File: config.mk
export PLATFORM = sky130hd
export DESIGN_NAME = eqp_override_sel
export DESIGN_NICKNAME = d
export VERILOG_FILES = /design/src/rtl/eqp_pkg.sv /design/src/rtl/eqp_ctrl_decode.sv /design/src/rtl/eqp_local_sel.sv /design/src/rtl/eqp_remote_sel.sv /design/src/rtl/eqp_override_sel.sv
export SDC_FILE = /design/constraint.sdc
export NUM_CORES = 1
export LEC_CHECK = 0
export BUFFER_PORTS_ARGS = -buffer_cell sky130_fd_sc_hd__buf_2
export CAP_MARGIN = 0
export CORE_MARGIN = 8
export CORE_UTILIZATION = 41
export CTS_CLUSTER_DIAMETER = 120
export CTS_CLUSTER_SIZE = 16
export DETAILED_ROUTE_END_ITERATION = 16
export HOLD_SLACK_MARGIN = 0.1
export PLACE_DENSITY = 0.84
export SETUP_SLACK_MARGIN = 0.1
export SLEW_MARGIN = 25
export SYNTH_ARGS = -nofsm -noshare
export SYNTH_HDL_FRONTEND = slang
export SYNTH_HIERARCHICAL = 1
export SYNTH_SLANG_ARGS = --single-unit
File: constraint.sdc
create_clock -name clk -period 3.09 [get_ports clk]
set_input_delay 0.4635 -clock clk [delete_from_list [all_inputs] [get_ports clk]]
set_output_delay 0.4635 -clock clk [all_outputs]
set_load 0.02 [all_outputs]
File: src/rtl/eqp_pkg.sv
// Package: shared preset type, decoded control fields and phase encoding
// for the equalization preset override selector. Field positions in the
// control word are fixed by the decoder; nothing here is configurable by
// software beyond the word itself.
package eqp_pkg;
    localparam int PRESET_W = 4;
    localparam int CTRL_W   = 32;
    localparam int N_RATES  = 2;   // index 0 = rate 3, index 1 = rate 4
    localparam logic [1:0] PHASE_TWO = 2'd2;

    typedef logic [PRESET_W-1:0] preset_t;

    typedef struct packed {
        logic    g3_fb_en;
        preset_t g3_fb;
        logic    g3_ovr_en;
        preset_t g3_ovr;
        logic    ts2_en;
        logic    g4_fb_en;
        preset_t g4_fb;
        logic    g4_ovr_en;
        preset_t g4_ovr;
    } eq_ctrl_t;
endpackage

File: src/rtl/eqp_ctrl_decode.sv
// Module: eqp_ctrl_decode
// Splits the raw control word into named fields. Purely combinational.
// Assumes the word layout fixed by the block; the reserved upper bits are
// dropped here so no later stage can depend on them.
module eqp_ctrl_decode
    import eqp_pkg::*;
(
    input  logic [CTRL_W-1:0] word_i,
    output eq_ctrl_t          fields_o
);
    logic unused_rsvd;

    // Map each bit range of the word onto its field.
    always_comb begin
        fields_o.g3_fb_en  = word_i[0];
        fields_o.g3_fb     = word_i[4:1];
        fields_o.g3_ovr_en = word_i[5];
        fields_o.g3_ovr    = word_i[9:6];
        fields_o.ts2_en    = word_i[10];
        fields_o.g4_fb_en  = word_i[11];
        fields_o.g4_fb     = word_i[15:12];
        fields_o.g4_ovr_en = word_i[16];
        fields_o.g4_ovr    = word_i[20:17];
    end

    assign unused_rsvd = ^word_i[CTRL_W-1:21];
endmodule

File: src/rtl/eqp_local_sel.sv
// Module: eqp_local_sel
// Chooses the local transmitter preset. Per-rate override slots are built
// with a generate loop; the slot for the current rate wins when enabled,
// otherwise the equalization engine's preset passes through. Mode-agnostic.
module eqp_local_sel
    import eqp_pkg::*;
(
    input  eq_ctrl_t fields_i,
    input  logic     rate_is_g4_i,
    input  preset_t  engine_i,
    output preset_t  local_o
);
    logic    ovr_en  [N_RATES];
    preset_t ovr_val [N_RATES];

    for (genvar r = 0; r < N_RATES; r++) begin : g_slot
        if (r == 0) begin : g_rate3
            assign ovr_en[r]  = fields_i.g3_ovr_en;
            assign ovr_val[r] = fields_i.g3_ovr;
        end else begin : g_rate4
            assign ovr_en[r]  = fields_i.g4_ovr_en;
            assign ovr_val[r] = fields_i.g4_ovr;
        end
    end

    // Select the override of the active rate or pass the engine result.
    always_comb begin
        local_o = engine_i;
        if (ovr_en[rate_is_g4_i]) local_o = ovr_val[rate_is_g4_i];
    end
endmodule

File: src/rtl/eqp_remote_sel.sv
// Module: eqp_remote_sel
// Decides phase-2 first-iteration feedback and the special TS2 request.
// Both are endpoint-only. Rate-4 feedback is skipped when the partner
// already advertised the same preset. Feedback has priority over the TS2
// preset on the shared remote preset output; idle value is zero.
module eqp_remote_sel
    import eqp_pkg::*;
#(
    parameter int ITER_W = 3
) (
    input  eq_ctrl_t          fields_i,
    input  logic              is_endpoint_i,
    input  logic              rate_is_g4_i,
    input  logic [1:0]        phase_i,
    input  logic [ITER_W-1:0] iter_i,
    input  logic              spd_chg_rcfg_i,
    input  preset_t           partner_i,
    output preset_t           remote_o,
    output logic              fb_valid_o,
    output logic              ts2_o
);
    logic first_p2;
    logic g3_fb_hit;
    logic g4_fb_hit;

    // Qualify the feedback window and each rate's feedback request.
    always_comb begin
        first_p2  = is_endpoint_i && (phase_i == PHASE_TWO) && (iter_i == '0);
        g3_fb_hit = first_p2 && !rate_is_g4_i && fields_i.g3_fb_en;
        g4_fb_hit = first_p2 && rate_is_g4_i && fields_i.g4_fb_en
                    && (partner_i != fields_i.g4_fb);
        fb_valid_o = g3_fb_hit || g4_fb_hit;
        ts2_o      = is_endpoint_i && !rate_is_g4_i && fields_i.ts2_en
                     && spd_chg_rcfg_i;
    end

    // Drive the remote preset from the active source, feedback first.
    always_comb begin
        remote_o = '0;
        if (g3_fb_hit)      remote_o = fields_i.g3_fb;
        else if (g4_fb_hit) remote_o = fields_i.g4_fb;
        else if (ts2_o)     remote_o = fields_i.g4_fb;
    end
endmodule

File: src/rtl/eqp_override_sel.sv
// Module: eqp_override_sel (top)
// Registers the local and remote preset decisions one clock after the
// inputs are sampled. Assumes all inputs are synchronous to clk and known
// once reset is released. Synchronous active-low reset clears all outputs.
module eqp_override_sel
    import eqp_pkg::*;
#(
    parameter int ITER_W = 3
) (
    input  logic              clk,
    input  logic              rst_n,
    input  logic [31:0]       ctrl_word,
    input  logic              is_endpoint,
    input  logic              rate_is_g4,
    input  logic [1:0]        eq_phase,
    input  logic [ITER_W-1:0] eq_iter,
    input  logic              spd_chg_rcfg,
    input  logic [3:0]        partner_preset,
    input  logic [3:0]        engine_preset,
    output logic [3:0]        local_preset,
    output logic [3:0]        remote_preset,
    output logic              use_eq_ts2,
    output logic              fb_valid
);
    eq_ctrl_t fields;
    preset_t  local_nxt;
    preset_t  remote_nxt;
    logic     fb_nxt;
    logic     ts2_nxt;
    logic     past_ok;

    eqp_ctrl_decode u_decode (
        .word_i   (ctrl_word),
        .fields_o (fields)
    );

    eqp_local_sel u_local (
        .fields_i     (fields),
        .rate_is_g4_i (rate_is_g4),
        .engine_i     (engine_preset),
        .local_o      (local_nxt)
    );

    eqp_remote_sel #(.ITER_W(ITER_W)) u_remote (
        .fields_i       (fields),
        .is_endpoint_i  (is_endpoint),
        .rate_is_g4_i   (rate_is_g4),
        .phase_i        (eq_phase),
        .iter_i         (eq_iter),
        .spd_chg_rcfg_i (spd_chg_rcfg),
        .partner_i      (partner_preset),
        .remote_o       (remote_nxt),
        .fb_valid_o     (fb_nxt),
        .ts2_o          (ts2_nxt)
    );

    // Output register stage with synchronous reset.
    always_ff @(posedge clk) begin
        if (!rst_n) begin
            local_preset  <= '0;
            remote_preset <= '0;
            use_eq_ts2    <= 1'b0;
            fb_valid      <= 1'b0;
        end else begin
            local_preset  <= local_nxt;
            remote_preset <= remote_nxt;
            use_eq_ts2    <= ts2_nxt;
            fb_valid      <= fb_nxt;
        end
    end

    // Marks that the previous edge was out of reset, for history checks.
    always_ff @(posedge clk) begin
        if (!rst_n) past_ok <= 1'b0;
        else        past_ok <= 1'b1;
    end


    rp_quiet_chk: assert property (@(posedge clk) disable iff (!rst_n)
        (past_ok && !$past(is_endpoint)) |-> (!fb_valid && !use_eq_ts2));


    fb_window_chk: assert property (@(posedge clk) disable iff (!rst_n)
        (past_ok && ($past(eq_phase) != 2'd2 || $past(eq_iter) != '0)) |-> !fb_valid);


    g4_skip_chk: assert property (@(posedge clk) disable iff (!rst_n)
        (past_ok && $past(rate_is_g4) && ($past(partner_preset) == $past(ctrl_word[15:12])))
        |-> !fb_valid);


    g4_override_chk: assert property (@(posedge clk) disable iff (!rst_n)
        (past_ok && $past(rate_is_g4) && $past(ctrl_word[16]))
        |-> (local_preset == $past(ctrl_word[20:17])));


    ts2_rate_chk: assert property (@(posedge clk) disable iff (!rst_n)
        (past_ok && use_eq_ts2) |-> (!$past(rate_is_g4) && $past(spd_chg_rcfg)));


    reset_clear_chk: assert property (@(posedge clk)
        $past(!rst_n) |-> (local_preset == '0 && remote_preset == '0
                           && !fb_valid && !use_eq_ts2));
endmodule

# After elaboration in Yosys (flattened, before gate mapping)
# Cells that the tools add are included.
word_totals:
  register_bits: 10
  output_inout_bits: 10
  in_bits: 50
  word_cells: 31
classes:
  reduce_logical: 13
  muxes: 10
  bitwise: 1
  magnitude_cmp: 1
  n_eq_ne: 2
op_table:
  columns: ["op", "count"]
  rows:
  - ["$mux W4", 7]
  - ["$logic_and A1 B1 Y1", 10]
  - ["$ne A4 B4 Y1", 1]
  - ["$logic_not A3 Y1", 1]
  - ["$mux W1", 3]
  - ["$eq A2 B2 Y1 const B", 1]
  - ["$ge A2 B2 Y1 const B", 1]
  - ["$not A1 Y2", 1]
  - ["$logic_not A1 Y1", 1]
  - ["$logic_or A1 B1 Y1", 1]

# Logic depth before layout (Yosys ltp)
logic_depth:
  word_depth: 8
  depth_mapped: 7
  depth_no_buf: 5

# By module
# Netlist, hierarchy kept.
modules_own_cells:
  columns: ["module", "instances", "area_per_inst_um2", "seq_area_each_um2", "cells_each"]
  rows:
  - ["eqp_override_sel", 1, 262.8, 200.2, 20]
  - ["eqp_remote_sel", 1, 176.4, 0.0, 26]
  - ["eqp_ctrl_decode", 1, 157.7, 0.0, 21]
  - ["eqp_local_sel", 1, 133.9, 0.0, 15]

# Worst setup path after synthesis
# OpenSTA, ideal clock, no wires.
synth_path:
  kind: "input-to-reg"
  start: "input port eq_phase[0]"
  end: "register remote_preset[0]"
  setup_time_ns: 0.115
  arrival_time_ns: 1.810
  path_slack_ns: 1.165
  stages: 6
  t_required_ns: 2.975
  n_path_buf: 1
  path_cell_list: "or4_4 > or3_1 > clkbuf_2 > mux2i_1 > nor2_1 > and2_1"
synth_via:
  elab_chain_cells: 8
  elab_cells_between_ends: 10
  cone_classes: "eq/ne: 1; mux: 2; reduce/logical: 7"
synth_rtl:
  columns: ["item", "line", "text"]
  rows:
  - ["from (decl)", "eqp_override_sel.sv:15", "input logic [1:0] eq_phase,"]
  - ["$eq A2 B2 Y1 (*)", "eqp_remote_sel.sv:28", "first_p2 = is_endpoint_i && (phase_i == PHASE_TWO) && (iter_i == '0);"]
  - ["$logic_and A1 B1 Y1 (*) (2 in series)", "eqp_remote_sel.sv:28", null]
  - ["$logic_and A1 B1 Y1 (2 in series)", "eqp_remote_sel.sv:30", "g4_fb_hit = first_p2 && rate_is_g4_i && fields_i.g4_fb_en"]
  - ["$logic_and A1 B1 Y1", "eqp_remote_sel.sv:31", "&& (partner_i != fields_i.g4_fb);"]
  - ["$mux W4", "eqp_remote_sel.sv:41", "else if (g4_fb_hit) remote_o = fields_i.g4_fb;"]
  - ["$mux W4 (*)", "eqp_remote_sel.sv:40", "if (g3_fb_hit) remote_o = fields_i.g3_fb;"]
  - ["net remote_nxt[0]", "eqp_override_sel.sv:27", "preset_t remote_nxt;"]
  - ["to (signal assigned)", "eqp_override_sel.sv:66", "remote_preset <= remote_nxt;"]
  - ["to (decl)", "eqp_override_sel.sv:21", "output logic [3:0] remote_preset,"]
# Mark *: on every way through the listed nets, which the timed path passes. The rest lies on a longest branch.
# A chain may end at the register's enable or synchronous reset.

# Final worst setup path
layout_path:
  start: "input port eq_phase[0]"
  end: "register remote_preset[1]"
# The elaborated chain is that of the path after synthesis.

==> results.md <==
- Status: finished, final reports clean
- Critical Path End Type: register
- Slew @ Worst Pin: approximately 370 ps
- Worst setup SP type: primary input
- Root Driver: clkbuf_4
- Final non-filler cell total: 134
- Max-cap check violation count: 0
- Die area: roughly 3400 µm²
- Hold Path Cell Cnt: 2
- Vias in the first global route: 645
- Final setup viols: 0
- Port bufs: 48
- Clk sinks: 10
- DR DRC count: 0
- CP Max Fanout: 4
- Area Growth Syn to Fin: 18.0%
- Total negative slack: 0 ps
- Via count: between 500 and 600
- Sequential cell area: 200 µm²
- Clk pin slew, worst setup/hold paths: 70 ps
- #FFs+latches synth: 10
- Final count of hold timing violations: 0
- PnR worst setup slack: ~1300 ps
- Syn_area_per_cell: around 9 µm²
- Design Power: 0.321 mW
- Die Wd: roughly 58 µm
- Die Y: about 58 µm
- Fin nets: 160
- Remaining Overflow, GRT: 0
- CTS Hold Bufs: 0
- Placed insts: 130
- H-tree levels: 1
- HPWL after detailed placement: 1420 µm
- Slew HR: 0.751
- Core area: approximately 1700 µm²
- HP Class: in2reg
- CTS tree: built
- Rows: 15
- CTS resizes: 0
- Highest-count cells in the layout ignoring fill and taps: buf_2 (48), mux2i_1 (16), and2_1 (11)
- Worst EP required: approximately 3300 ps
- Place WS: around 1000 ps
- Syn nets: about 130
- CP arrival: 1980 ps
- Initial Utilization: 0.428
- Mapped Cells: between 80 and 90
- Period utilisation layout: 0.588
- FMAX: between 500 and 600 MHz
- Min-delay src: rst_n
- Max-slew violations: 0
- Multi-input gate area: 350 µm²
- Initial DRC count: 8
- Vias per cell: 4.37
- Total CTS buffers: 3
- Final wirelength: 1610 µm
- Leak: slightly below 0.5 nW
- I/O pin count: 60
- Seq/Total Area, Yosys: 0.274
- Hold Slack: ~500 ps
- Antenna diode count: 0
- Worst vdd rail ir drop: roughly 0.00012 V
- RSZ-0062 raised after global routing: false
- First-pass GRT wire length: 2530 µm
- Routability cong.: between 0.7 and 0.8
- Antenna-violating nets left: 0
- Layout cells sized above 1: 0.486
- Post-CTS setup repair buffer count: 0
- Crit path kind: in2reg
- DR WL/cell: between 10 and 15 µm
- CTS max path bufs: 2
- Fill count: roughly 160
- Initial antenna violation count: 0
- Pwr dens: 372 nW/µm²
- Hold worst-path end: local_preset[1]$_SDFF_PN0_
- Minimum clock period after layout: 1820 ps
- GRT Total Usage: 0.0977
- Synthesized area: roughly 730 µm²
- Most common cell after layout, fill and taps aside: buf_2
- Yosys Warn Count: 6
- Count of different cell masters after synthesis: 18
- Largest net degree at the start of global routing: 11
- Pre-antenna DRT Iters: 4
[cells in the mapped netlist]
master | number | share of area
nor2_1 | 5 | 0.026
and2_1 | 11 | 0.094
or3_1 | 1 | 0.0086
nand4b_1 | 1 | 0.012
o31ai_1 | 1 | 0.010
nand4_1 | 1 | 0.0086
nand2_1 | 2 | 0.010
clkbuf_2 | 3 | 0.021
or4_4 | 1 | 0.015
mux2i_1 | 16 | 0.22
inv_1 | 1 | 0.0051
nand2b_1 | 1 | 0.0086
xnor2_1 | 4 | 0.048
clkbuf_1 | 1 | 0.0051
a31oi_1 | 1 | 0.0086
buf_4 | 21 | 0.22
dfxtp_1 | 10 | 0.27
a21boi_0 | 1 | 0.010
[state kept, by name (all words and copies together) (netlist names)]
| signal | cells |
|---|---|
| local_preset | 4 |
| remote_preset | 4 |
| fb_valid | 1 |
| use_eq_ts2 | 1 |
[worst max path at each step]
| stage | cells after the start | slack, ps | to | from |
|---|---|---|---|---|
| detailed placement | 6 | 1010 | remote_preset[1]$_SDFF_PN0_ | eq_phase[0] |
| global route | 6 | 1210 | remote_preset[1]$_SDFF_PN0_ | eq_phase[0] |
| global placement | 6 | 1030 | remote_preset[2]$_SDFF_PN0_ | eq_phase[0] |
| floorplan | 6 | 1170 | remote_preset[0]$_SDFF_PN0_ | eq_phase[0] |
| finish | 6 | 1270 | remote_preset[1]$_SDFF_PN0_ | eq_phase[0] |
| CTS | 6 | 1280 | remote_preset[1]$_SDFF_PN0_ | eq_phase[0] |
[layer usage]
metal / vias up / track usage / share of wire
li1: 302 / - / -
met1: 252 / 0.0905 / 0.39
met2: 27 / 0.185 / 0.55
met3: 5 / 0.0177 / 0.043
met4: 0 / 0.0734 / 0.022
met5: - / 0 / 0
[stage by stage]
stage          area (µm²)  utilization
3_5_place_dp          826        0.484
6_report              862        0.505
2_1_floorplan         731            -
3_3_place_gp          826        0.484
5_1_grt               862        0.505
4_1_cts               862        0.505
[critical path, cell delays in order]
cell and delay (ps):
buf_2 90, or4_4 530, or3_1 480, mux2i_1 200, nor2_1 60, and2_1 160
[report_power, final]
| group | switching (mW) | internal [mW] | leakage (nW) |
|---|---|---|---|
| clock | 0.0457 | 0.0716 | 0.0210 |
| sequential | 0.000925 | 0.134 | 0.0818 |
| combinational | 0.0317 | 0.0373 | 0.385 |
[final cells by class]
type                       count  area share
tap                           25      0.0363
clock buffer                   4      0.0421
multi-input combinational     46       0.406
sequential                    10       0.232
timing repair buffer          48       0.279
inverter                       1     0.00435
[logic make-up after synthesis]
group	count (synthesis)	synth area share
xor+xnor	4	0.0479
buf+inv	26	0.247
compound gates	3	0.0291
flops	10	0.274
mux	16	0.219
simple gates	23	0.183
(Power assumes the default switching activity.)
